File: src/rtl/qa_pkg.sv
package qa_pkg;
    typedef enum logic [1:0] {
        ST_IDLE = 2'd0,
        ST_LOAD = 2'd1,
        ST_ADD  = 2'd2,
        ST_DONE = 2'd3
    } qa_state_e;

    typedef struct packed {
        logic grab;   // capture operands
        logic ld_b;   // accumulator <= b
        logic step;   // accumulator <= acc + a, counter advance
        logic fin;    // completion pulse
    } qa_ctl_t;
endpackage

File: src/rtl/qa_iter_cnt.sv
module qa_iter_cnt #(
    parameter int STEPS = 4,
    localparam int CW = (STEPS > 1) ? $clog2(STEPS) : 1
) (
    input  logic          clk,
    input  logic          rst_n,
    input  logic          step,
    output logic [CW-1:0] cnt,
    output logic          last
);
    localparam logic [CW-1:0] TERM = CW'(STEPS - 1);

    assign last = (cnt == TERM);

    always_ff @(posedge clk or negedge rst_n) begin
        if (!rst_n) begin
            cnt <= '0;
        end else if (step) begin
            if (last) cnt <= '0;
            else      cnt <= cnt + 1'b1;
        end
    end
endmodule

File: src/rtl/qa_accum.sv
module qa_accum #(
    parameter int DW = 4
) (
    input  logic          clk,
    input  logic          rst_n,
    input  logic          ld_b,
    input  logic          step,
    input  logic [DW-1:0] a_in,
    input  logic [DW-1:0] b_in,
    output logic [DW-1:0] acc
);
    logic [DW-1:0] sum;

    // DW-bit add: carry out is dropped, result wraps
    assign sum = acc + a_in;

    always_ff @(posedge clk or negedge rst_n) begin
        if (!rst_n)    acc <= '0;
        else if (ld_b) acc <= b_in;
        else if (step) acc <= sum;
    end
endmodule

File: src/rtl/qa_ctrl.sv
module qa_ctrl
    import qa_pkg::*;
(
    input  logic      clk,
    input  logic      rst_n,
    input  logic      start,
    input  logic      last,
    output qa_state_e state,
    output qa_ctl_t   ctl
);
    qa_state_e nxt;

    always_ff @(posedge clk or negedge rst_n) begin
        if (!rst_n) state <= ST_IDLE;
        else        state <= nxt;
    end

    always_comb begin
        nxt = state;
        unique case (state)
            ST_IDLE: if (start) nxt = ST_LOAD;   // accept / wait
            ST_LOAD: nxt = ST_ADD;               // begin
            ST_ADD:  if (last) nxt = ST_DONE;    // finish / repeat
            ST_DONE: nxt = ST_IDLE;              // rearm
            default: nxt = ST_IDLE;
        endcase
    end

    always_comb begin
        ctl = '0;
        unique case (state)
            ST_IDLE: ctl.grab = start;
            ST_LOAD: ctl.ld_b = 1'b1;
            ST_ADD:  ctl.step = 1'b1;
            ST_DONE: ctl.fin  = 1'b1;
            default: ctl = '0;
        endcase
    end
endmodule

File: src/rtl/quad_add_seq.sv
module quad_add_seq
    import qa_pkg::*;
#(
    parameter int DW    = 4,
    parameter int STEPS = 4,
    localparam int CW = (STEPS > 1) ? $clog2(STEPS) : 1
) (
    input  logic          clk,
    input  logic          rst_n,
    input  logic          start,
    input  logic [DW-1:0] op_a,
    input  logic [DW-1:0] op_b,
    output logic [DW-1:0] result,
    output logic          done
);
    qa_state_e     st;
    qa_ctl_t       ctl;
    logic          last;
    logic [CW-1:0] cnt;
    logic [DW-1:0] a_q, b_q;

    always_ff @(posedge clk or negedge rst_n) begin
        if (!rst_n) begin
            a_q <= '0;
            b_q <= '0;
        end else if (ctl.grab) begin
            a_q <= op_a;
            b_q <= op_b;
        end
    end

    qa_ctrl u_ctrl (
        .clk   (clk),
        .rst_n (rst_n),
        .start (start),
        .last  (last),
        .state (st),
        .ctl   (ctl)
    );

    qa_iter_cnt #(.STEPS(STEPS)) u_cnt (
        .clk   (clk),
        .rst_n (rst_n),
        .step  (ctl.step),
        .cnt   (cnt),
        .last  (last)
    );

    qa_accum #(.DW(DW)) u_acc (
        .clk   (clk),
        .rst_n (rst_n),
        .ld_b  (ctl.ld_b),
        .step  (ctl.step),
        .a_in  (a_q),
        .b_in  (b_q),
        .acc   (result)
    );

    assign done = ctl.fin;
endmodule

File: config.mk
export PLATFORM = sky130hd
export DESIGN_NAME = quad_add_seq
export DESIGN_NICKNAME = d
export VERILOG_FILES = /design/src/rtl/qa_pkg.sv /design/src/rtl/qa_iter_cnt.sv /design/src/rtl/qa_accum.sv /design/src/rtl/qa_ctrl.sv /design/src/rtl/quad_add_seq.sv
export SDC_FILE = /design/constraint.sdc
export NUM_CORES = 1
export LEC_CHECK = 0
export ABC_AREA = 0
export BUFFER_PORTS_ARGS = -buffer_cell sky130_fd_sc_hd__clkbuf_2
export CORE_MARGIN = 5
export CORE_UTILIZATION = 47
export DETAILED_ROUTE_END_ITERATION = 8
export PLACE_DENSITY = 0.72
export SYNTH_ARGS = -nofsm -noshare
export SYNTH_HDL_FRONTEND = slang
export SYNTH_SLANG_ARGS = --single-unit
export TNS_END_PERCENT = 1
File: constraint.sdc
create_clock -name clk -period 1.43 [get_ports clk]
set_input_delay 0.286 -clock clk [delete_from_list [all_inputs] [get_ports clk]]
set_output_delay 0.286 -clock clk [all_outputs]
set_load 0.005 [all_outputs]
# [Word level (Yosys, flattened, before mapping)]
# Index checks and enable logic that the tools add are counted.
[classes] n_addsub=2 eq_ne=6 muxes=10 reduce_logical=3
[op_table] operator="two-way mux 4 bit" n=2
[op_table] operator="case mux 2 bit (4 select lines)" n=1
[op_table] operator="== test 2 bit, second input constant" n=3
[op_table] operator="two-way mux 2 bit" n=3
[op_table] operator="adder 4 bit" n=1
[op_table] operator="two-way mux 1 bit" n=4
[op_table] operator="inequality test 2 bit, second input constant" n=2
[op_table] operator="adder 2 x 1 -> 2 bit, second input constant" n=1
[op_table] operator="== test 2 x 1 -> 1 bit, second input constant" n=1
[op_table] operator="logical NOT 2 bit" n=1
[op_table] operator="AND reduction 2 bit" n=1
[op_table] operator="nonzero test 2 bit" n=1
[word_totals] regBits=16 in_bits=11 output_inout_bits=5 wordCells=26

# [Longest topological paths before layout]
[logic_depth] depth_word=4 depth_mapped=7 ltp_nobuf=7

# [Modules after synthesis]
# From an unflattened synthesis, not the netlist that was laid out.
[hier_totals] hier_cells=73 area_unflattened_um2=922.1
[by_module_without_submodules] mod="quad_add_seq" n_inst=1 cells_each=17 area_per_inst_um2=331.6 seq_area_each_um2=200.2
[by_module_without_submodules] mod="qa_accum" n_inst=1 cells_each=35 area_per_inst_um2=321.6 seq_area_each_um2=100.1
[by_module_without_submodules] mod="qa_ctrl" n_inst=1 cells_each=15 area_per_inst_um2=180.2 seq_area_each_um2=50.0
[by_module_without_submodules] mod="qa_iter_cnt" n_inst=1 cells_each=6 area_per_inst_um2=88.8 seq_area_each_um2=50.0

# [Least setup slack after synthesis]
# OpenSTA, ideal clock, no wires.
[synth_timing] path_type="register to register" start="register u_acc.acc[2]" end="register u_acc.acc[3]" setup_time_ns=0.132 arrival_ns=1.445 t_required_ns=1.298 path_slack_ns=-0.147 stages_incl_launch_ff=6 n_path_buf=0 synth_period_minus_slack_ns=1.577 path_cell_list="dfrtp_1 ha_1 a21oi_1 and3_4 nor4_1 or3b_1"
[synth_between] elab_chain_len=3
[synth_rtl] item="from (decl)" line="qa_accum.sv:10" text="output logic [DW-1:0] acc"
[synth_rtl] item="from (signal assigned)" line="qa_accum.sv:19" text="else if (ld_b) acc <= b_in;"
[synth_rtl] item="from (signal assigned)" line="qa_accum.sv:20" text="else if (step) acc <= sum;"
[synth_rtl] item="adder 4 bit" line="qa_accum.sv:15" text="assign sum = acc + a_in;"
[synth_rtl] item="two-way mux 4 bit" line="qa_accum.sv:20"
[synth_rtl] item="two-way mux 4 bit" line="qa_accum.sv:19"
# Every way passes these cells. The select of a mux whose other input is x is not followed.
# A chain may end at the register's enable or synchronous reset.

# [Worst setup path in the final report]
[layout_timing] start="register a_q[2]" end="register u_acc.acc[3]"
[layout_between] elab_chain_len=3
[layout_rtl] item="from (decl)" line="quad_add_seq.sv:20" text="logic [DW-1:0] a_q, b_q;"
[layout_rtl] item="from (signal assigned)" line="quad_add_seq.sv:27" text="a_q <= op_a;"
[layout_rtl] item="adder 4 bit" line="qa_accum.sv:15"
[layout_rtl] item="two-way mux 4 bit" line="qa_accum.sv:20"
[layout_rtl] item="two-way mux 4 bit" line="qa_accum.sv:19"
# Every way passes these cells. The select of a mux whose other input is x is not followed.

==> key figures <==
Clock network
  – CTS tree: done
  – CTS Buf Count: 3
  – CTS root buf: clkbuf_4
  – Clock buffer depth: 2
  – CTS clk-pin slew, worst paths: 0.09 ns
  – H-tree depth: 1
  – Clock Latency Late Sink: just under 0.3 ns
  – CTS sink count: 16

Global route
  – First-pass GRT wire length: 2790 µm
  – Met1 GRT Util: 17.6%
  – GR Layer Usage met2: a little under a quarter
  – Overall Global Routing Usage: between 10 and 15%
  – Met3 Use GR: about 2.8%
  – Initial antenna violation count: 0
  – Largest net degree at the start of global routing: 17
  – Top Usage Layer GRT: met2
  – Number of global-route vias before repair: between 600 and 700
  – GR Overflow Total: 0

Timing
  – Period minus WS final: between 1.5 and 2 ns
  – Clk_skew: 0.00110 ns
  – Rel. slew slack: about 73%
  – PnR worst setup slack: -0.141 ns
  – Endpoints failing setup: 2
  – Fmax achieved: 0.636 GHz
  – Worst slew pin tran: approximately 0.4 ns
  – Final Max Slew Viols: 0
  – Final hold vios: 0
  – RSZ-0062 raised after global routing: yes
  – Hold WS: between 0.2 and 0.25 ns
  – Fin crit share: 110%

Routing
  – Via density: ~4.8
  – Wirelength per Cell: 13.0 µm
  – Post-route ant nets: 0
  – Drt pass-1 iters: 1
  – Routed wire length: between 1500 and 2000 µm
  – 1st-iter DRT viols: 0
  – Residual DRC: 0
  – Via count: between 600 and 700

Placed design
  – Port bufs: 15
  – Place WS: -0.0874 ns
  – Hpwl dp: about 1200 µm
  – RD Place Congestion: between 0.6 and 0.7
  – Placed Cells incl. Taps: approximately 120
  – Placed instance area: approximately 1100 µm²

Die
  – Die height: roughly 53 µm
  – Total Die Area: about 2800 µm²
  – Core area: about 1700 µm²
  – Core Rows: 15
  – Die X: about 53 µm
  – Initial Utilization: 49.3%
  – I/O pin count: 16

Pwr
  – Sequential Power Share: around 30%
  – Combinational share of power: ~63%
  – Switching pwr: between 1000 and 1500 µW
  – P_leak: about 0.00056 µW
  – Pwr/cell area: between 2000 and 3000 nW/µm²
  – Clock network fraction of total power: under 10%
  – Pint: between 1500 and 2000 µW
  – Sw frac: 37.6%
  – Total chip power: 3080 µW
  – Worst vdd ir: 1330 µV

Flow run
  – Max Cap Viol: 0

Cells and area
  – Final instance area: about 1200 µm²
  – Area growth from synthesis to layout: 38.8%
  – Filler Cell Count: 144
  – Antenna cells: 0
  – Fin cells: 130
  – # nets final: 128
  – FF+latch area: 400 µm²
  – Multi-input gate area: a little under 500 µm²
  – Layout cells sized above 1: ~50%

Logic synthesis
  – Mapped Area: approximately 850 µm²
  – Mapped Avg Cell Area: 11.3 µm²
  – Most area-hungry cell type in the Yosys netlist: dfrtp_1
  – Fraction of the mapped netlist area in adder cells: between 10% and 20%
  – #FFs+latches synth: 16
  – Seq/Total Area, Yosys: 47.1%
  – Simple logic cell fraction of the synthesized area: roughly 9.3%
  – Async S/R FF share, synth: between 90% and 100%
  – Number of synthesized flops with an enable pin: 0
  – Post-synth cell types: 20
  – Mux contribution to synthesized area: roughly 16%
  – Synth Net Count: 96
  – XOR/XNOR share of the synthesized area: 1.03%
  – Yosys warnings: 0
  – Synth Instances: 75
  – Area contributors post-synth: dfrtp_1 47%, ha_1 13%, mux2_2 13%
  – Area share of the leading cell type in the synthesized netlist: ~47%
  – Synth Area in Compound Gates: under 10%
  – Largest family of logic cells by synthesized area: adder cells
  – Main synth FF type: dfrtp_1

Worst setup path
  – CP max FO: 3
  – Critical Path Sink Type: flip-flop
  – Crit path required time: ~1.6 ns
  – CP Launch Type: flip-flop
  – Critical path class: flip-flop to flip-flop
  – Critical Path AT: around 1.7 ns

Status
  – Failing checks: setup timing
  – Status: complete, but fails checks

Min path
  – Worst hold path type: primary input to flip-flop
-- layout make-up --
type                    instances  area share (%)
inverters                       8            2.54
repair buffers                 29            17.2
multi-input cells              49            41.8
well taps                      25            2.65
flip-flops and latches         16            33.9
clock buffers                   3            1.91
-- cells by family (layout without fill, tap and decap cells) --
family / Yosys count / after routing
buf+inv: 10 / 40
simple gates: 15 / 15
fa+ha+maj: 10 / 10
mux: 12 / 12
compound gates: 11 / 11
xor+xnor: 1 / 1
flops: 16 / 16
-- metal layers --
layer	routed length, µm	vias to the layer above
li1	-	314
met1	702	297
met2	880	12
met3	70	5
met4	31	0
met5	0	-
-- Yosys cell counts, types with 2 or more instances --
cell type   n
nor2_1      4
ha_1        9
dfrtp_1    16
mux2_2     10
o21ai_0     3
clkbuf_1    2
mux2i_1     2
inv_1       8
a21oi_1     6
nand2_1     4
nand3_1     2
-- final timing paths --
path,startpoint,slack [ns],to,cells past startpoint
worst max-delay path,a_q[2],-0.14,u_acc.acc[3],5
worst min-delay path,op_a[3],0.22,a_q[3],2
worst max register to register,a_q[2],-0.14,u_acc.acc[3],5
worst min register to register,u_cnt.cnt[0],0.49,u_cnt.cnt[0],1
max in group asynchronous,rst_n,0.70,a_q[3],2
min in group asynchronous,rst_n,0.45,b_q[1],2
-- power by group through the flow --
stage | sequential [µW] | combinational [µW] | clock, µW
3_3_place_gp | 858 | 1610 | 0
2_1_floorplan | 854 | 1140 | 0
3_5_place_dp | 873 | 1680 | 0
6_report | 898 | 1940 | 239
5_1_grt | 927 | 2190 | 265
4_1_cts | 867 | 1750 | 245
-- cells in the final DEF (no fill, tap or decap), types with 3 or more instances in the layout --
master / instances
ha_1: 5
clkbuf_4: 3
inv_1: 6
nand2_1: 4
nor2_1: 4
clkbuf_2: 15
dfrtp_1: 16
ha_4: 4
buf_4: 10
a21oi_1: 3
mux2_2: 10
-- sequential cells by signal, indices dropped and copies added (netlist names) --
register      count
u_cnt.cnt         2
b_q               4
u_ctrl.state      2
a_q               4
u_acc.acc         4
-- per-stage QoR --
| step | setup TNS, ns | util, % |
|---|---|---|
| 5_1_grt | -0.411 | 68.4 |
| 6_report | -0.201 | 68.4 |
| 2_1_floorplan | -0.0401 | - |
| 4_1_cts | -0.146 | 65.4 |
| 3_5_place_dp | -0.115 | 62.5 |
| 3_3_place_gp | -0.0517 | 62.5 |
-- worst max-delay path, stage by stage, from the launching register on --
cell and delay [ns]:
dfrtp_1 0.42, ha_4 0.28, a21oi_4 0.15, and3_4 0.20
nor4_1 0.05, or3b_1 0.35
-- what timing repair did --
action,in CTS,in global routing
hold buffers,1,0
endpoints found under the hold margin,16,0
pin swaps,2,4
gates resized for setup,4,7
setup buffers,1,1
endpoints found under the setup margin,5,6
No activity file was read; power rests on OpenSTA's default activity.
